[config.mk]
export PLATFORM = sky130hd
export DESIGN_NAME = flash_cmd_seq
export DESIGN_NICKNAME = d
export VERILOG_FILES = /design/src/rtl/flash_cmd_pkg.sv /design/src/rtl/flash_cmd_decode.sv /design/src/rtl/flash_prot_check.sv /design/src/rtl/flash_cmd_seq.sv
export SDC_FILE = /design/constraint.sdc
export NUM_CORES = 1
export LEC_CHECK = 0
export BUFFER_PORTS_ARGS = -buffer_cell sky130_fd_sc_hd__buf_2
export CAP_MARGIN = 10
export CORE_MARGIN = 3
export CORE_UTILIZATION = 48
export CTS_CLUSTER_DIAMETER = 100
export DETAILED_ROUTE_END_ITERATION = 12
export PLACE_DENSITY = 0.79
export SLEW_MARGIN = 0
export SYNTH_ARGS = -nofsm -noshare
export SYNTH_HDL_FRONTEND = slang
export SYNTH_SLANG_ARGS = --single-unit
[constraint.sdc]
create_clock -name clk -period 1.75 [get_ports clk]
set_clock_uncertainty 0.1 [all_clocks]
set_input_delay 0 -clock clk [delete_from_list [all_inputs] [get_ports clk]]
set_output_delay 0 -clock clk [all_outputs]
set_load 0.05 [all_outputs]
[src/rtl/flash_cmd_pkg.sv]
`timescale 1ns/1ps
package flash_cmd_pkg;

    typedef enum logic [1:0] {
        SEQ_RD_STATUS = 2'd0,
        SEQ_RD_ARRAY  = 2'd1,
        SEQ_SETUP     = 2'd2,
        SEQ_EXEC      = 2'd3
    } seq_state_t;

    typedef enum logic [2:0] {
        CK_PROG,
        CK_ERASE,
        CK_READ,
        CK_CLEAR,
        CK_SEL_MAIN,
        CK_SEL_INFO,
        CK_RSVD
    } cmd_kind_t;

    typedef enum logic [1:0] {
        FM_STANDBY = 2'd0,
        FM_READ    = 2'd1,
        FM_PROG    = 2'd2,
        FM_ERASE   = 2'd3
    } fl_mode_t;

    localparam logic [7:0] CODE_PROG     = 8'h10;
    localparam logic [7:0] CODE_ERASE    = 8'h20;
    localparam logic [7:0] CODE_READ     = 8'h30;
    localparam logic [7:0] CODE_CLEAR    = 8'h50;
    localparam logic [7:0] CODE_SEL_MAIN = 8'h60;
    localparam logic [7:0] CODE_SEL_INFO = 8'h61;

    localparam int ST_BUSY_BIT  = 7;
    localparam int ST_CMD_BIT   = 6;
    localparam int ST_PROT_BIT  = 5;
    localparam int ST_SETUP_BIT = 4;
    localparam int ST_INFO_BIT  = 3;

endpackage

[src/rtl/flash_cmd_decode.sv]
`timescale 1ns/1ps
module flash_cmd_decode
    import flash_cmd_pkg::*;
(
    input  logic [7:0] code,
    output cmd_kind_t  kind
);

    always_comb begin
        unique case (code)
            CODE_PROG:     kind = CK_PROG;
            CODE_ERASE:    kind = CK_ERASE;
            CODE_READ:     kind = CK_READ;
            CODE_CLEAR:    kind = CK_CLEAR;
            CODE_SEL_MAIN: kind = CK_SEL_MAIN;
            CODE_SEL_INFO: kind = CK_SEL_INFO;
            default:       kind = CK_RSVD;
        endcase
    end

endmodule

[src/rtl/flash_prot_check.sv]
`timescale 1ns/1ps
module flash_prot_check #(
    parameter int ADDR_W = 12,
    parameter int OFS_W  = 4,
    localparam int PAGE_W = ADDR_W - OFS_W
) (
    input  logic [ADDR_W-1:0] addr,
    input  logic [PAGE_W-1:0] lo_page,
    input  logic [PAGE_W-1:0] hi_page,
    input  logic              info_sel,
    input  logic              info_unlock,
    output logic              is_protected
);

    logic [PAGE_W-1:0] page;
    logic              in_window;

    assign page      = addr[ADDR_W-1:OFS_W];
    assign in_window = (page >= lo_page) && (page <= hi_page);

    always_comb begin
        if (info_sel) begin
            is_protected = !info_unlock;
        end else begin
            is_protected = in_window;
        end
    end

endmodule

[src/rtl/flash_cmd_seq.sv]
`timescale 1ns/1ps
module flash_cmd_seq
    import flash_cmd_pkg::*;
#(
    parameter int ADDR_W = 12,
    parameter int OFS_W  = 4,
    localparam int PAGE_W = ADDR_W - OFS_W
) (
    input  logic              clk,
    input  logic              rst_n,
    input  logic [ADDR_W-1:0] host_addr,
    input  logic [7:0]        host_wdata,
    output logic [7:0]        host_rdata,
    input  logic              host_rd,
    input  logic              host_wr,
    input  logic [PAGE_W-1:0] prot_lo_page,
    input  logic [PAGE_W-1:0] prot_hi_page,
    input  logic              info_unlock,
    output logic [1:0]        fl_mode,
    output logic              fl_info,
    output logic [ADDR_W-1:0] fl_addr,
    output logic [7:0]        fl_wdata,
    input  logic [7:0]        fl_rdata,
    output logic              fl_start,
    input  logic              fl_done
);

    seq_state_t        state_q, state_d;
    cmd_kind_t         kind;
    logic              target_prot;

    // registered datapath
    logic              erase_q;
    logic [ADDR_W-1:0] addr_q;
    logic [7:0]        data_q;
    logic              info_q;
    logic              cmd_err_q, prot_err_q, setup_err_q;
    logic              start_q;

    // transition strobes
    logic              go_setup_prog, go_setup_erase;
    logic              launch;
    logic              set_cmd_err, set_prot_err, set_setup_err;
    logic              clr_errs, sel_main, sel_info;

    // status view shared with the checker
    logic [7:0]        status_w;
    logic              array_mode_w;

    flash_cmd_decode u_decode (
        .code (host_wdata),
        .kind (kind)
    );

    flash_prot_check #(
        .ADDR_W (ADDR_W),
        .OFS_W  (OFS_W)
    ) u_prot (
        .addr         (host_addr),
        .lo_page      (prot_lo_page),
        .hi_page      (prot_hi_page),
        .info_sel     (info_q),
        .info_unlock  (info_unlock),
        .is_protected (target_prot)
    );

    // state register
    always_ff @(posedge clk) begin
        if (!rst_n) begin
            state_q <= SEQ_RD_STATUS;
        end else begin
            state_q <= state_d;
        end
    end

    // transitions
    always_comb begin
        state_d        = state_q;
        go_setup_prog  = 1'b0;
        go_setup_erase = 1'b0;
        launch         = 1'b0;
        set_cmd_err    = 1'b0;
        set_prot_err   = 1'b0;
        set_setup_err  = 1'b0;
        clr_errs       = 1'b0;
        sel_main       = 1'b0;
        sel_info       = 1'b0;
        unique case (state_q)
            SEQ_RD_STATUS, SEQ_RD_ARRAY: begin
                if (host_wr) begin
                    unique case (kind)
                        CK_PROG: begin
                            go_setup_prog = 1'b1;
                            state_d       = SEQ_SETUP;
                        end
                        CK_ERASE: begin
                            go_setup_erase = 1'b1;
                            state_d        = SEQ_SETUP;
                        end
                        CK_READ: state_d = SEQ_RD_ARRAY;
                        CK_CLEAR: begin
                            clr_errs = 1'b1;
                            state_d  = SEQ_RD_STATUS;
                        end
                        CK_SEL_MAIN: begin
                            sel_main = 1'b1;
                            state_d  = SEQ_RD_STATUS;
                        end
                        CK_SEL_INFO: begin
                            sel_info = 1'b1;
                            state_d  = SEQ_RD_STATUS;
                        end
                        default: begin
                            set_cmd_err = 1'b1;
                            state_d     = SEQ_RD_STATUS;
                        end
                    endcase
                end
            end
            SEQ_SETUP: begin
                if (host_wr) begin
                    if (target_prot) begin
                        set_prot_err = 1'b1;
                        state_d      = SEQ_RD_STATUS;
                    end else begin
                        launch  = 1'b1;
                        state_d = SEQ_EXEC;
                    end
                end else if (host_rd) begin
                    set_setup_err = 1'b1;
                    state_d       = SEQ_RD_STATUS;
                end
            end
            SEQ_EXEC: begin
                if (host_wr) begin
                    set_cmd_err = 1'b1;
                end
                if (fl_done) begin
                    state_d = SEQ_RD_STATUS;
                end
            end
            default: state_d = SEQ_RD_STATUS;
        endcase
    end

    // datapath and sticky flags
    always_ff @(posedge clk) begin
        if (!rst_n) begin
            erase_q     <= 1'b0;
            addr_q      <= '0;
            data_q      <= '0;
            info_q      <= 1'b0;
            cmd_err_q   <= 1'b0;
            prot_err_q  <= 1'b0;
            setup_err_q <= 1'b0;
            start_q     <= 1'b0;
        end else begin
            start_q <= launch;
            if (go_setup_prog) begin
                erase_q <= 1'b0;
            end
            if (go_setup_erase) begin
                erase_q <= 1'b1;
            end
            if (launch) begin
                addr_q <= host_addr;
                data_q <= host_wdata;
            end
            if (sel_main) begin
                info_q <= 1'b0;
            end
            if (sel_info) begin
                info_q <= 1'b1;
            end
            if (clr_errs) begin
                cmd_err_q   <= 1'b0;
                prot_err_q  <= 1'b0;
                setup_err_q <= 1'b0;
            end
            if (set_cmd_err) begin
                cmd_err_q <= 1'b1;
            end
            if (set_prot_err) begin
                prot_err_q <= 1'b1;
            end
            if (set_setup_err) begin
                setup_err_q <= 1'b1;
            end
        end
    end

    // outputs
    always_comb begin
        status_w               = 8'h00;
        status_w[ST_BUSY_BIT]  = (state_q == SEQ_EXEC);
        status_w[ST_CMD_BIT]   = cmd_err_q;
        status_w[ST_PROT_BIT]  = prot_err_q;
        status_w[ST_SETUP_BIT] = setup_err_q;
        status_w[ST_INFO_BIT]  = info_q;
        array_mode_w           = (state_q == SEQ_RD_ARRAY);

        fl_start = start_q;
        fl_info  = info_q;
        fl_wdata = data_q;
        unique case (state_q)
            SEQ_EXEC: begin
                fl_mode    = erase_q ? FM_ERASE : FM_PROG;
                fl_addr    = addr_q;
                host_rdata = status_w;
            end
            SEQ_RD_ARRAY: begin
                fl_mode    = FM_READ;
                fl_addr    = host_addr;
                host_rdata = fl_rdata;
            end
            default: begin
                fl_mode    = FM_STANDBY;
                fl_addr    = addr_q;
                host_rdata = status_w;
            end
        endcase
    end

endmodule

-- Word level (Yosys, flattened, before mapping)
Cells that the tools add are included.
- $lt $le $gt $ge: 2
- equality and inequality tests: 17
- multiplexer cells: 49
- reduce and logical (&&, ||, !) cells: 13
- operators with widths (operator ; count):
    $mux W1 ; 37
    $eq A8 B7 Y1 const B ; 3
    $pmux W3 S6 ; 1
    $eq A8 B6 Y1 const B ; 2
    $mux W12 ; 1
    $mux W2 ; 5
    $reduce_bool A2 Y1 ; 5
    $eq A8 B5 Y1 const B ; 1
    $ge A8 B8 Y1 ; 1
    $le A8 B8 Y1 ; 1
    $mux W8 ; 1
    $pmux W2 S2 ; 2
    $eq A3 B2 Y1 const B ; 2
    $eq A3 B3 Y1 const B ; 2
    $pmux W2 S3 ; 1
    $reduce_or A6 Y1 ; 1
    $eq A2 B2 Y1 const B ; 2
    $ne A2 B2 Y1 const B ; 2
    $reduce_or A2 Y1 ; 2
    $eq A3 B1 Y1 const B ; 1
    $logic_not A3 Y1 ; 1
    $ne A3 B3 Y1 const B ; 1
    $reduce_and A3 Y1 ; 1
    $eq A2 B1 Y1 const B ; 1
    other kinds (4) ; 4
- register bits after elaboration: 28
- input port bits: 50
- word-level logic and storage cells: 90

-- Longest topological paths before layout
- depth in word-level cells: 8
- mapped depth: 8
- gate-level depth less buffers: 7

-- Modules after synthesis
A second synthesis with hierarchy kept.
- cells, all modules: 219
- area total of the unflattened synthesis: 1940.6 sq um
- by module, submodules not included (module ; instances ; cells an instance ; area each (sq um) ; sequential area each (sq um)):
    flash_cmd_seq ; 1 ; 155 ; 1451.4 ; 560.5
    flash_prot_check ; 1 ; 52 ; 405.4 ; 0.0
    flash_cmd_decode ; 1 ; 12 ; 83.8 ; 0.0

-- Worst setup path before layout
OpenSTA, ideal clock, no wires.
- path kind: flip-flop to output port
- start point: reg info_q (netlist: fl_info)
- end point: out host_rdata[3]
- data arrival time: 1916 ps
- setup slack: -266 ps
- cell stages (with the launch flop): 3
- buffers on the path: 0
- path through: dfxtp_1 -> inv_1 -> o21ai_0
- word-level cells in the longest chain between the ends: 1
- ends and longest elaborated chain (what ; line ; text):
    from (decl) ; flash_cmd_seq.sv:36 ; logic info_q;
    from (signal assigned) ; flash_cmd_seq.sv:152 ; info_q <= 1'b0;
    from (signal assigned) ; flash_cmd_seq.sv:170 ; info_q <= 1'b0;
    from (signal assigned) ; flash_cmd_seq.sv:173 ; info_q <= 1'b1;
    $mux W8 ; flash_cmd_seq.sv:205 ; unique case (state_q)
    to (decl) ; flash_cmd_seq.sv:13 ; output logic [7:0] host_rdata,
No other way between the ends.

-- Final worst setup path
- start point: reg state_q[0]
- end point: out fl_addr[11]
- word-level cells in the longest chain between the ends: 2
- ends and longest elaborated chain (what ; line ; text):
    from (decl) ; flash_cmd_seq.sv:28 ; seq_state_t state_q, state_d;
    from (signal assigned) ; flash_cmd_seq.sv:72 ; state_q <= state_d;
    $eq A2 B1 Y1 ; flash_cmd_seq.sv:205 ;
    $mux W12 ; flash_cmd_seq.sv:205 ;
    to (decl) ; flash_cmd_seq.sv:21 ; output logic [ADDR_W-1:0] fl_addr,
No other way between the ends.

==> qor.txt <==
Die Ht: 70.26 µm
Initial core utilization: 0.5180
Final Hold Vio Count: 2
TritonCTS Sinks: 28
Post-synthesis mux area share: 0.1963
Reg2reg end: addr_q[3]
LEAKAGE: 0.001398 µW
Avg WL per Cell: 12.93 µm
Pwr Density: 610.3 mW/mm²
Initial drt markers: 48
Share of layout cells above drive strength 1: 0.3988
Fillcell total: 278
Cell Count, Final, Fillers Out: 389
Synthesized area per cell: 8.580 µm²
Root Driver: clkbuf_8
Final Cycle Share: 0.9749
Synthesized Nets: 297
Fin. max-slew vios: 0
Crit path kind: reg -> out
End point of the critical path: fl_addr[11]
Antenna viol nets, final: 0
WHS: -2.772 ps
Syn Std Cell Area: 0.001982 mm²
Slew HR: 0.6582
Post-Synth Simple-Gate Area: 0.2077
Fmax: 586.1 MHz
Core Util, Final: 0.7466
First-pass GRT wire length: 8183 µm
Worst R2R Start: state_q[1]
Synth warnings: 0
DRC violations left: 0
Post-Synthesis Cells: 231
Worst vdd ir: 0.5975 mV
Largest family of logic cells by synthesized area: simple AND/OR/NAND/NOR gates
Die area: 0.004936 mm²
GRT overflow: 0
Outcome: complete, but fails checks
Unique masters post-synth: 41
Worst-skew pair later-pin latency: 280 ps
CTS tree: yes
Data arrival, critical path: 1610 ps
Routed vias: 1,999
Max Fanout on Critical Path: 9
Synth area leaders: dfxtp_1 28%, mux2i_1 11%, nand2_1 10%
Placer Congestion: 0.8460
Vias/cell: 5.139
Worst-case reg-to-reg path depth: 6
Main flop type after synthesis: dfxtp_1
Post-synthesis compound-gate area fraction: 0.1370
Worst-path clk slew: 100 ps
Sequential fraction of the synthesis area: 0.2828
Core Area: 0.003826 mm²
Final setup viols: 0
Htree depth: 1
Synth Area in XOR/XNOR: 0
Period minus WS final: 1706 ps
Reg2Reg Setup Slack: 110 ps
Unrepaired setup endpoints after global routing: no
Total chip power: 1743 µW
PortBufs: 81
Placed cells: 366
Total global-route track usage: 0.1996
Worst Hold Class: in -> reg
DR pass1 iterations: 4
Crit path launch: state_q[0]
Yosys top cell area share: 0.2828
Area Overhead vs Synth: 44.13%
CP required: 1650 ps
Initial antenna violation count: 0
Critical Path Max Stage Delay: 380 ps
Actual slew at the worst max-slew pin: 512.7 ps
Final setup TNS: 0 ps
TritonCTS buffer count: 3
Hold Path Stages: 4
Async set-reset flop share out of synthesis: 0
Adder-cell share of the synthesized area: 0.1010
I/O pin total: 82
Crit end category: output port
Number of synthesized flops with an enable pin: 0
Slowest-stage cell, CP: dfxtp_4
Commonest non-fill, non-tap cell in the layout: buf_2
Ant. Diodes: 0
Die Width: 70.26 µm
Fin nets: 408
Largest net degree at the start of global routing: 32
CTS max path bufs: 2
Rows: 22
Final wirelength: 5029 µm
Failing checks: hold timing
Vias in the first global route: 1,851
Commonest cells after routing, fill and taps aside: 69 x buf_2, 54 x nand2_1, 30 x buf_4, 26 x dfxtp_1, 23 x inv_1
Crit-path cells: nor2b_4 -> clkbuf_16 -> mux2_2 -> buf_2
Max capacitance violation total: 0
DP HPWL: 3561 µm
Flops & latches, synth: 28
Area leader, netlist: dfxtp_1
CP startpoint kind: register
-- synthesized netlist by cell type (3+ instances only) --
cell / instances
o21ai_0: 7
nand3_1: 4
a21oi_1: 6
clkbuf_1: 6
o21a_1: 5
mux2_2: 15
dfxtp_1: 28
o211ai_1: 3
and2_1: 3
mux2i_1: 22
nand2_1: 54
nand4_1: 4
inv_1: 23
nor2_1: 4
ha_1: 16
-- flip-flops by register name, indices dropped and copies added, names as in the netlist --
signal,count
prot_err_q,1
fl_wdata,8
fl_info,1
fl_start,1
addr_q,12
state_q,2
cmd_err_q,1
setup_err_q,1
erase_q,1
-- final cells by class --
| cell class | count | area (µm²) | area share |
|---|---|---|---|
| clock buffer | 3 | 41.29 | 0.01445 |
| clock inverter | 1 | 30.03 | 0.01051 |
| sequential | 28 | 565.5 | 0.1980 |
| multi-input combinational | 169 | 1300 | 0.4551 |
| inverter | 23 | 86.33 | 0.03022 |
| timing repair buffer | 117 | 773.2 | 0.2707 |
| tap | 48 | 60.06 | 0.02102 |
-- metal layers --
| metal | GRT usage | routed length, µm |
|---|---|---|
| met3 | 0.03597 | 291 |
| met5 | 0 | 0 |
| met1 | 0.2498 | 2189 |
| met4 | 0.05106 | 48 |
| met2 | 0.3493 | 2500 |
-- cell families (layout without fill, tap and decap cells) --
kind of cell    after synthesis  count (layout)
compound gates               33              33
fa+ha+maj                    16              16
buf+inv                      34             144
flops                        28              28
mux                          37              37
simple gates                 83              83
-- critical path: cells and delay by family, from the launching register on --
family                 cells  cell delay, ps
buffers and inverters      2             400
flip-flops                 1             380
multiplexers               1             320
AND/OR/NAND/NOR            1             220
-- timing repair --
item / in CTS / in global routing
hold buffers: 15 / 0
endpoints found under the setup margin: 14 / 23
endpoints found under the hold margin: 16 / 0
buffers inserted: 0 / 3
resized for setup: 2 / 30
cloned: 0 / 1
-- stage by stage --
stage	instance area (µm²)	hold slack, ps	worst slack [ps]
4_1_cts	2755	6.365	6.970
5_1_grt	2856	18.38	6.710
3_3_place_gp	2527	159.9	-85.01
6_report	2856	-2.772	43.86
3_5_place_dp	2527	169.4	-116.7
2_1_floorplan	1982	42.10	13.07
-- worst min-delay path by stage --
stage / startpoint / endpoint
floorplan: host_addr[0] / addr_q[0]
CTS: host_addr[9] / addr_q[9]
global placement: host_addr[3] / addr_q[3]
global route: host_addr[4] / addr_q[4]
finish: host_addr[9] / addr_q[9]
detailed placement: host_addr[2] / addr_q[2]
-- power by group --
group | internal (µW) | leakage (µW) | switching [µW]
sequential | 654 | 0.000228 | 11.8
clock | 307 | 0.0000357 | 208
combinational | 245 | 0.00113 | 318
total | 1210 | 0.00140 | 538
Note: power is estimated with default switching activity, not from simulation.
